## config.mk

```make
export PLATFORM = sky130hd
export DESIGN_NAME = bus_recover_seq
export DESIGN_NICKNAME = d
export VERILOG_FILES = /design/src/rtl/busrec_pkg.sv /design/src/rtl/busrec_dpath.sv /design/src/rtl/busrec_ctrl.sv /design/src/rtl/bus_recover_seq.sv
export SDC_FILE = /design/constraint.sdc
export NUM_CORES = 1
export LEC_CHECK = 0
export BUFFER_PORTS_ARGS = -buffer_cell sky130_fd_sc_hd__buf_2
export CAP_MARGIN = 20
export CORE_ASPECT_RATIO = 0.9
export CORE_MARGIN = 3
export CORE_UTILIZATION = 54
export CTS_CLUSTER_SIZE = 8
export DETAILED_ROUTE_END_ITERATION = 7
export PLACE_DENSITY = 0.75
export RECOVER_POWER = 50
export SLEW_MARGIN = 20
export SYNTH_ARGS = -nofsm -noshare
export SYNTH_HDL_FRONTEND = slang
export SYNTH_SLANG_ARGS = --single-unit
export TNS_END_PERCENT = 100
```

## constraint.sdc

```tcl
create_clock -name clk -period 1.97 [get_ports clk]
set_clock_uncertainty 0.1 [all_clocks]
set_input_delay 0 -clock clk [delete_from_list [all_inputs] [get_ports clk]]
set_output_delay 0 -clock clk [all_outputs]
set_load 0.01 [all_outputs]
```

## src/rtl/busrec_pkg.sv

```systemverilog
`timescale 1ns/1ps
package busrec_pkg;

  typedef enum logic [2:0] {
    ST_IDLE,
    ST_LOW,
    ST_RISE,
    ST_HIGH,
    ST_SETUP,
    ST_PULL,
    ST_FREE,
    ST_DONE
  } recState_t;

  typedef enum logic [2:0] {
    LD_NONE,
    LD_HALF,
    LD_STRETCH,
    LD_GAP,
    LD_FREE
  } timerLoad_t;

  typedef struct packed {
    timerLoad_t load;        // reload of the shared countdown
    logic       clearFlags;  // new run: clear pulse count and results
    logic       takeSample;  // clock rise seen: count pulse, OR in data
    logic       checkIdle;   // before START: record whether lines rest high
    logic       markFail;    // end of run with failure
  } recStrobe_t;

endpackage

```

## src/rtl/busrec_dpath.sv

```systemverilog
`timescale 1ns/1ps
module busrec_dpath
  import busrec_pkg::*;
#(
  parameter int HALF_CYCLES    = 250,
  parameter int GAP_CYCLES     = 125,
  parameter int FREE_CYCLES    = 7500,
  parameter int STRETCH_CYCLES = 125000,
  parameter int PULSE_COUNT    = 9
) (
  input  logic       clk,
  input  logic       rstN,
  input  recStrobe_t strb,
  input  logic       sclIn,
  input  logic       sdaIn,
  output logic       timerZero,
  output logic       pulsesDone,
  output logic       wasHigh,
  output logic       fail,
  output logic       warn
);

  localparam int LongA   = (HALF_CYCLES > GAP_CYCLES) ? HALF_CYCLES : GAP_CYCLES;
  localparam int LongB   = (FREE_CYCLES > STRETCH_CYCLES) ? FREE_CYCLES : STRETCH_CYCLES;
  localparam int Longest = (LongA > LongB) ? LongA : LongB;
  localparam int TimerW  = $clog2(Longest + 1);
  localparam int PcntW   = $clog2(PULSE_COUNT + 1);

  logic [TimerW-1:0] timer;
  logic [PcntW-1:0]  pulseCnt;

  always_ff @(posedge clk or negedge rstN) begin
    if (!rstN) begin
      timer <= '0;
    end else begin
      case (strb.load)
        LD_HALF:    timer <= TimerW'(HALF_CYCLES - 1);
        LD_STRETCH: timer <= TimerW'(STRETCH_CYCLES - 1);
        LD_GAP:     timer <= TimerW'(GAP_CYCLES - 1);
        LD_FREE:    timer <= TimerW'(FREE_CYCLES - 1);
        default:    if (timer != '0) timer <= timer - 1'b1;
      endcase
    end
  end

  assign timerZero = (timer == '0);

  always_ff @(posedge clk or negedge rstN) begin
    if (!rstN) begin
      pulseCnt <= '0;
      wasHigh  <= 1'b0;
    end else if (strb.clearFlags) begin
      pulseCnt <= '0;
      wasHigh  <= 1'b0;
    end else if (strb.takeSample) begin
      pulseCnt <= pulseCnt + 1'b1;
      wasHigh  <= wasHigh | sdaIn;
    end
  end

  assign pulsesDone = (pulseCnt == PcntW'(PULSE_COUNT));

  always_ff @(posedge clk or negedge rstN) begin
    if (!rstN) begin
      fail <= 1'b0;
      warn <= 1'b0;
    end else if (strb.clearFlags) begin
      fail <= 1'b0;
      warn <= 1'b0;
    end else begin
      if (strb.markFail)  fail <= 1'b1;
      if (strb.checkIdle) warn <= !(sclIn && sdaIn);
    end
  end


  pulse_cap_chk: assert property (@(posedge clk) disable iff (!rstN)
    pulseCnt <= PcntW'(PULSE_COUNT));


  was_high_sticky_chk: assert property (@(posedge clk) disable iff (!rstN)
    (wasHigh && !strb.clearFlags) |=> wasHigh);


  fail_hold_chk: assert property (@(posedge clk) disable iff (!rstN)
    (fail && !strb.clearFlags) |=> fail);

endmodule

```

## src/rtl/busrec_ctrl.sv

```systemverilog
`timescale 1ns/1ps
module busrec_ctrl
  import busrec_pkg::*;
(
  input  logic       clk,
  input  logic       rstN,
  input  logic       startPulse,
  input  logic       sclIn,
  input  logic       timerZero,
  input  logic       pulsesDone,
  input  logic       wasHigh,
  output recStrobe_t strb,
  output logic       sclDrvLow,
  output logic       sdaDrvLow,
  output logic       done
);

  recState_t state, nextState;

  always_ff @(posedge clk or negedge rstN) begin
    if (!rstN) state <= ST_IDLE;
    else       state <= nextState;
  end

  always_comb begin
    nextState = state;
    strb      = '{load: LD_NONE, default: 1'b0};
    case (state)
      ST_IDLE: begin
        if (startPulse) begin
          strb.clearFlags = 1'b1;
          strb.load       = LD_HALF;
          nextState       = ST_LOW;
        end
      end
      ST_LOW: begin
        if (timerZero) begin
          strb.load = LD_STRETCH;
          nextState = ST_RISE;
        end
      end
      ST_RISE: begin
        if (sclIn) begin
          strb.takeSample = 1'b1;
          strb.load       = LD_HALF;
          nextState       = ST_HIGH;
        end else if (timerZero) begin
          strb.markFail = 1'b1;
          nextState     = ST_DONE;
        end
      end
      ST_HIGH: begin
        if (timerZero) begin
          if (!pulsesDone) begin
            strb.load = LD_HALF;
            nextState = ST_LOW;
          end else if (wasHigh) begin
            strb.checkIdle = 1'b1;
            strb.load      = LD_GAP;
            nextState      = ST_SETUP;
          end else begin
            strb.markFail = 1'b1;
            nextState     = ST_DONE;
          end
        end
      end
      ST_SETUP: begin
        if (timerZero) begin
          strb.load = LD_GAP;
          nextState = ST_PULL;
        end
      end
      ST_PULL: begin
        if (timerZero) begin
          strb.load = LD_FREE;
          nextState = ST_FREE;
        end
      end
      ST_FREE: begin
        if (timerZero) nextState = ST_DONE;
      end
      default: nextState = ST_IDLE;
    endcase
  end

  assign sclDrvLow = (state == ST_LOW);
  assign sdaDrvLow = (state == ST_PULL);
  assign done      = (state == ST_DONE);


  busy_start_chk: assert property (@(posedge clk) disable iff (!rstN)
    (state != ST_IDLE && startPulse) |-> !strb.clearFlags);

endmodule

```

## src/rtl/bus_recover_seq.sv

```systemverilog
`timescale 1ns/1ps
module bus_recover_seq
  import busrec_pkg::*;
#(
  parameter int HALF_CYCLES    = 250,
  parameter int GAP_CYCLES     = 125,
  parameter int FREE_CYCLES    = 7500,
  parameter int STRETCH_CYCLES = 125000,
  parameter int PULSE_COUNT    = 9
) (
  input  logic clk,
  input  logic rstN,
  input  logic startPulse,
  input  logic sclIn,
  input  logic sdaIn,
  output logic sclDrvLow,
  output logic sdaDrvLow,
  output logic done,
  output logic fail,
  output logic warn
);

  recStrobe_t strb;
  logic       timerZero;
  logic       pulsesDone;
  logic       wasHigh;

  busrec_ctrl ctrlI (
    .clk        (clk),
    .rstN       (rstN),
    .startPulse (startPulse),
    .sclIn      (sclIn),
    .timerZero  (timerZero),
    .pulsesDone (pulsesDone),
    .wasHigh    (wasHigh),
    .strb       (strb),
    .sclDrvLow  (sclDrvLow),
    .sdaDrvLow  (sdaDrvLow),
    .done       (done)
  );

  busrec_dpath #(
    .HALF_CYCLES    (HALF_CYCLES),
    .GAP_CYCLES     (GAP_CYCLES),
    .FREE_CYCLES    (FREE_CYCLES),
    .STRETCH_CYCLES (STRETCH_CYCLES),
    .PULSE_COUNT    (PULSE_COUNT)
  ) dpathI (
    .clk        (clk),
    .rstN       (rstN),
    .strb       (strb),
    .sclIn      (sclIn),
    .sdaIn      (sdaIn),
    .timerZero  (timerZero),
    .pulsesDone (pulsesDone),
    .wasHigh    (wasHigh),
    .fail       (fail),
    .warn       (warn)
  );


  back_to_idle_chk: assert property (@(posedge clk) disable iff (!rstN)
    done |=> (!sclDrvLow && !sdaDrvLow && !done));


  fail_no_sda_chk: assert property (@(posedge clk) disable iff (!rstN)
    (done && fail) |-> !$past(sdaDrvLow));


  ok_done_chk: assert property (@(posedge clk) disable iff (!rstN)
    (done && !fail) |-> $past(!sclDrvLow && !sdaDrvLow));


  timeout_fail_chk: assert property (@(posedge clk) disable iff (!rstN)
    (ctrlI.state == ST_RISE && !sclIn && timerZero) |=> (done && fail));

endmodule

```

==> results.yml, run 1 <==
run_status:
  status: "complete, no violations"
critical_path:
  end_kind: "flop"
  cp-start-kind: "flop"
  r2r_cells: 5
  path_buf_inv: 1
  crit_chain: "nor4_2 -> buf_4 -> nand2_4 -> or4_1 -> o211ai_1"
  path_delay_family: "simple AND/OR/NAND/NOR gates"
  crit_fanout: 15
  crit_required_ns: 2.13
  arrival_ns: 2.02
  cp_slowest_cell: "or4_1"
  slowest_delay_ns: 0.50
  cp.depth: 5
  critPathKind: "flop to flop"
clock_tree:
  cts-root-buf: "clkbuf_4"
  htree_levels: 1
  clkTransAtPathRegs_ns: 0.15
  cts_made_buffers: 3
  clock-sinks: 27
  cts_tree: "done"
  cts-root-to-sink-buffers: 2
  clk_latency_ns: 0.33
  post_cts_buffers: 0
synthesis:
  yosysUniqueCellTypes: 57
  synth_cells: 189
  syn_nets: 198
  synth.top_cell.area_share_pct: 38.3
  seq_area_frac_synth_pct: 38.3
  syn_area_per_cell_sq_um: 9.33
  synth-seq-cells: 27
  yosys-top-cells-area: "dfrtp_1, xor2_1, nor2_1, a21oi_1, ha_1"
  synthFlopType: "dfrtp_1"
  async_reset_ff_share_pct: 100
  yosysWarningCount: 0
  syn-cell-area_sq_mm: 0.00176
  synth_edf_count: 0
  synth.largest_area_cell: "dfrtp_1"
global_route:
  track_usage_pct: 23.1
  grt_pass1_wl_mm: 7.06
  grt_max_degree: 28
  grt_pass1_vias: 1511
  gr-total-overflow: 0
  antenna_found_initial: 0
finish:
  layout_common_cells: "dfrtp_1, nor2_1, buf_4"
  n_fill_cell: 247
  fin_cells: 252
  drive_above_1_share_pct: 21.4
  fin_nets: 220
  multi_input_area_sq_mm: 0.00105
  antenna_cells: 0
  sequential_cell_area_sq_um: 676
  layout_commonest_cell: "dfrtp_1"
  syn2layout_area_growth_pct: 14.6
power:
  peakVddDrop_mv: 0.411
  power.density_mw_per_mm2: 407
  power.leakage_nw: 0.813
  p_total_uw: 822
place:
  dp_hpwl_mm: 3.18
  place_congestion: 0.955
  dp.cells: 245
  place_ws_ns: 0.0368
  port_buffers: 9
timing:
  finalHoldViolations: 0
  setup_violations: 0
  max_freq_ghz: 0.537
  worstMarginPinSlew_ns: 1.44
  fin_crit_sh_pct: 94.5
  fin_tns_setup_ns: 0
  fin_ws_ns: 0.108
  fin_hold_ws_ns: 0.0931
  finalCriticalPeriod_ns: 1.86
  slew_viol_final: 0
  maxSlewHeadroom_pct: 4.30
  rsz0062_at_grt: "false"
route:
  num_vias: 1580
  wl_per_cell_microns: 16.8
  viasPerCell: 6.27
  drtIter0Drc: 145
  final_antenna_net_count: 0
  first_pass_iters: 4
  drc: 0
  routed_wl_mm: 4.23
floorplanning:
  core_area_sq_mm: 0.00309
  ios: 10
  die_x_microns: 66.2
  rows: 19
  die_h_microns: 60.2
  dieArea_sq_mm: 0.00399
  start_util_pct: 57.0
job:
  maxCapViolations: 0
min_path:
  hold_depth: 5
  holdCritPathClass: "input port to flop"
cells in the mapped netlist, types with 5 or more instances:
library cell / number
a211oi_1: 5
nor2_1: 20
clkbuf_1: 5
o21ai_1: 5
inv_1: 5
nand2_1: 7
xor2_1: 10
dfrtp_1: 27
nand4_1: 6
a21oi_1: 10
a31oi_1: 6
kinds of logic after synthesis:
logic type | count (synthesis) | share of synthesized area, %
buf+inv | 17 | 4.33
xor+xnor | 12 | 5.96
flops | 27 | 38.3
compound gates | 51 | 20.9
simple gates | 77 | 27.0
fa+ha+maj | 4 | 2.84
mux | 1 | 0.639
final timing paths:
path | startpoint | end | slack, ns
max reg2reg | dpathI.timer[3] | dpathI.timer[7] | 0.11
min | startPulse | ctrlI.state[0] | 0.09
max in group asynchronous | rstN | dpathI.timer[1] | 0.51
min reg2reg | dpathI.timer[6] | dpathI.timer[6] | 0.45
min in group asynchronous | rstN | dpathI.timer[9] | 0.42
max | dpathI.timer[3] | dpathI.timer[7] | 0.11
through the flow:
step	util [%]	instance area (sq um)
finish	65.4	2020
global route	65.4	2020
CTS	64.3	1990
detailed placement	62.3	1930
global placement	62.3	1930
floorplan	-	1760
what timing repair did:
item / in CTS / in global routing
hold buffers: 3 / 0
hold endpoints to repair: 31 / 0
resized for setup: 1 / 7
setup endpoints to repair: 1 / 21
pin swaps: 0 / 2
worst reg2reg max path: cells and delay by family (launching register included):
family	cells	cell delay, ns
AO/OA/AOI/OAI	1	0.11
buffers and inverters	1	0.22
AND/OR/NAND/NOR	3	0.90
flip-flops	1	0.46
metal layers:
layer | vias to the layer above | share of wire [%] | global-route usage [%]
met2 | 73 | 46 | 35.5
li1 | 746 | - | -
met3 | 9 | 7.6 | 4.32
met4 | 0 | 1.3 | 6.38
met1 | 752 | 45 | 33.2
met5 | - | 0 | 0
state kept, by name, indices dropped and copies added (netlist names):
signal	count
dpathI.wasHigh	1
dpathI.warn	1
dpathI.pulseCnt	4
dpathI.fail	1
ctrlI.state	3
dpathI.timer	17
final cells by class:
type,instances,area share (%)
Timing Repair Buffer,28,9.47
Clock buffer,4,1.30
Sequential cell,27,33.4
Inverter,6,1.11
Tap cell,42,2.60
Multi-Input combinational cell,145,52.1
where the power goes:
part           leakage [nW]  internal, mW  switching, mW
logic                 0.473       0.00928         0.0171
clock network        0.0150        0.0794          0.160
registers             0.325         0.555       0.000780
total                 0.813         0.644          0.178
(Power assumes the default switching activity.)
==> inputs of run 2 (changes only) <==
--- a/config.mk
+++ b/config.mk
@@ -9,10 +9,9 @@
 export CAP_MARGIN = 20
 export CORE_ASPECT_RATIO = 0.9
 export CORE_MARGIN = 3
-export CORE_UTILIZATION = 54
+export CORE_UTILIZATION = 40
 export CTS_CLUSTER_SIZE = 8
 export DETAILED_ROUTE_END_ITERATION = 7
-export PLACE_DENSITY = 0.75
 export RECOVER_POWER = 50
 export SLEW_MARGIN = 20
 export SYNTH_ARGS = -nofsm -noshare
==> results.yml, run 2 (synthesis gave the netlist of run 1 again) <==
route:
  dr.max_layer_used: "met4"
  num_vias: 1574
  first_pass_iters: 4
  drc: 0
  wl_met3_microns: 119
  routed_wl_mm: 4.32
  drtIter0Drc: 132
  wl_met2_mm: 2.15
  final_antenna_net_count: 0
  met1_length_mm: 1.97
  wl_per_cell_microns: 15.9
  viasPerCell: 5.79
finish:
  layout_commonest_cell: "dfrtp_1"
  top_regs: "dpathI.timer x17, dpathI.pulseCnt x4, ctrlI.state x3"
  top_register: "dpathI.timer"
  fin_cells: 272
  drive_above_1_share_pct: 22.2
  antenna_cells: 0
  largest_reg_flops: 17
  fin_nets: 222
  layout_common_cells: "dfrtp_1, nor2_1, buf_4"
  syn2layout_area_growth_pct: 16.2
  n_fill_cell: 387
  finish.utilization_pct: 49.3
timing:
  setup_violations: 0
  fin_crit_sh_pct: 94.6
  worstMarginPinSlew_ns: 1.46
  maxSlewHeadroom_pct: 2.72
  slew_viol_final: 0
  fin_tns_setup_ns: 0
  max_freq_ghz: 0.537
  fin_hold_ws_ns: 0.0476
  finalCriticalPeriod_ns: 1.86
  fin_ws_ns: 0.107
  finalHoldViolations: 0
floorplanning:
  die_h_microns: 69.0
  ios: 10
  start_util_pct: 42.4
  dieArea_sq_mm: 0.00524
  rows: 22
  die_x_microns: 76.0
  core_area_sq_mm: 0.00416
run_status:
  status: "complete, no violations"
clock_tree:
  cts-root-buf: "clkbuf_8"
  clock-sinks: 27
  cts-root-to-sink-buffers: 2
  htree_levels: 1
  cts_made_buffers: 3
  clkTransAtPathRegs_ns: 0.10
  cts_tree: "done"
  clk_latency_ns: 0.28
critical_path:
  crit_fanout: 15
  critPathKind: "flop to flop"
  cp-start-kind: "flop"
  end_kind: "flop"
  crit_required_ns: 2.06
  r2r_cells: 5
  rrSetupSlack_ns: 0.11
  arrival_ns: 1.95
place:
  dp_hpwl_mm: 3.25
  place_congestion: 0.879
  dp.cells: 262
  port_buffers: 9
  place_ws_ns: 0.00899
global_route:
  antenna_found_initial: 0
  track_usage_pct: 17.5
  gr-total-overflow: 0
  grt_max_degree: 28
  grt_pass1_vias: 1546
  grt_pass1_wl_mm: 7.33
job:
  maxCapViolations: 0
power:
  power.density_mw_per_mm2: 439
  power.leakage_nw: 0.830
  peakVddDrop_mv: 0.200
min_path:
  holdCritPathClass: "input port to flop"
  hold_depth: 3
-- run 2: cell types whose count changed in the layout (fill, tap and decap cells not counted), moves of 2 or more --
cell	delta
clkbuf_4	-3
clkbuf_1	-2
buf_4	+2
clkbuf_8	+3
-- run 2: critical path: stages (launching register included) --
cell and delay, ns:
dfrtp_1 0.46, nor4_2 0.27, buf_4 0.20, nand2_4 0.13, or4_1 0.52, o211ai_1 0.11
-- run 2: power by group --
part | internal [mW] | total (mW) | switching (mW)
Sequential | 0.555 | 0.555 | 0.000522
Combinational | 0.00958 | 0.0267 | 0.0172
Clock | 0.142 | 0.317 | 0.175
Total | 0.706 | 0.899 | 0.193
-- run 2: stage by stage --
stage	area (sq um)	power, mW
final	2050	0.899
after global routing	2050	0.931
after CTS	2020	0.906
after detailed placement	1940	0.590
after global placement	1940	0.589
after floorplan	1760	0.571
-- run 2: cell type report --
cell class / instances / area [sq um] / share of cell area (%)
Multi-Input combinational cell: 145 / 1020 / 49.8
Sequential cell: 27 / 676 / 33.0
Clock buffer: 3 / 41.3 / 2.02
Clock inverter: 1 / 5.00 / 0.244
Tap cell: 60 / 75.1 / 3.67
Timing Repair Buffer: 30 / 208 / 10.1
Inverter: 6 / 22.5 / 1.10
-- run 2: metal layers --
metal	up-vias	GRT usage [%]
li1	749	-
met1	786	22.8
met2	30	30.9
met3	9	1.95
met4	0	6.33
met5	-	0
-- run 2: worst paths after layout --
kind                            startpoint          endpoint
max                        dpathI.timer[3]   dpathI.timer[7]
min                             startPulse       dpathI.warn
max reg2reg                dpathI.timer[3]   dpathI.timer[7]
min reg2reg                    dpathI.fail       dpathI.fail
max in group asynchronous             rstN  dpathI.timer[11]
min in group asynchronous             rstN   dpathI.timer[9]
-- run 2: timing repair --
item | CTS | global route
hold buffers | 3 | 0
gates resized for setup | 1 | 2
pin swaps | 0 | 2
setup endpoints to repair | 1 | 20
hold endpoints to repair | 29 | 0
buffers inserted | 0 | 3
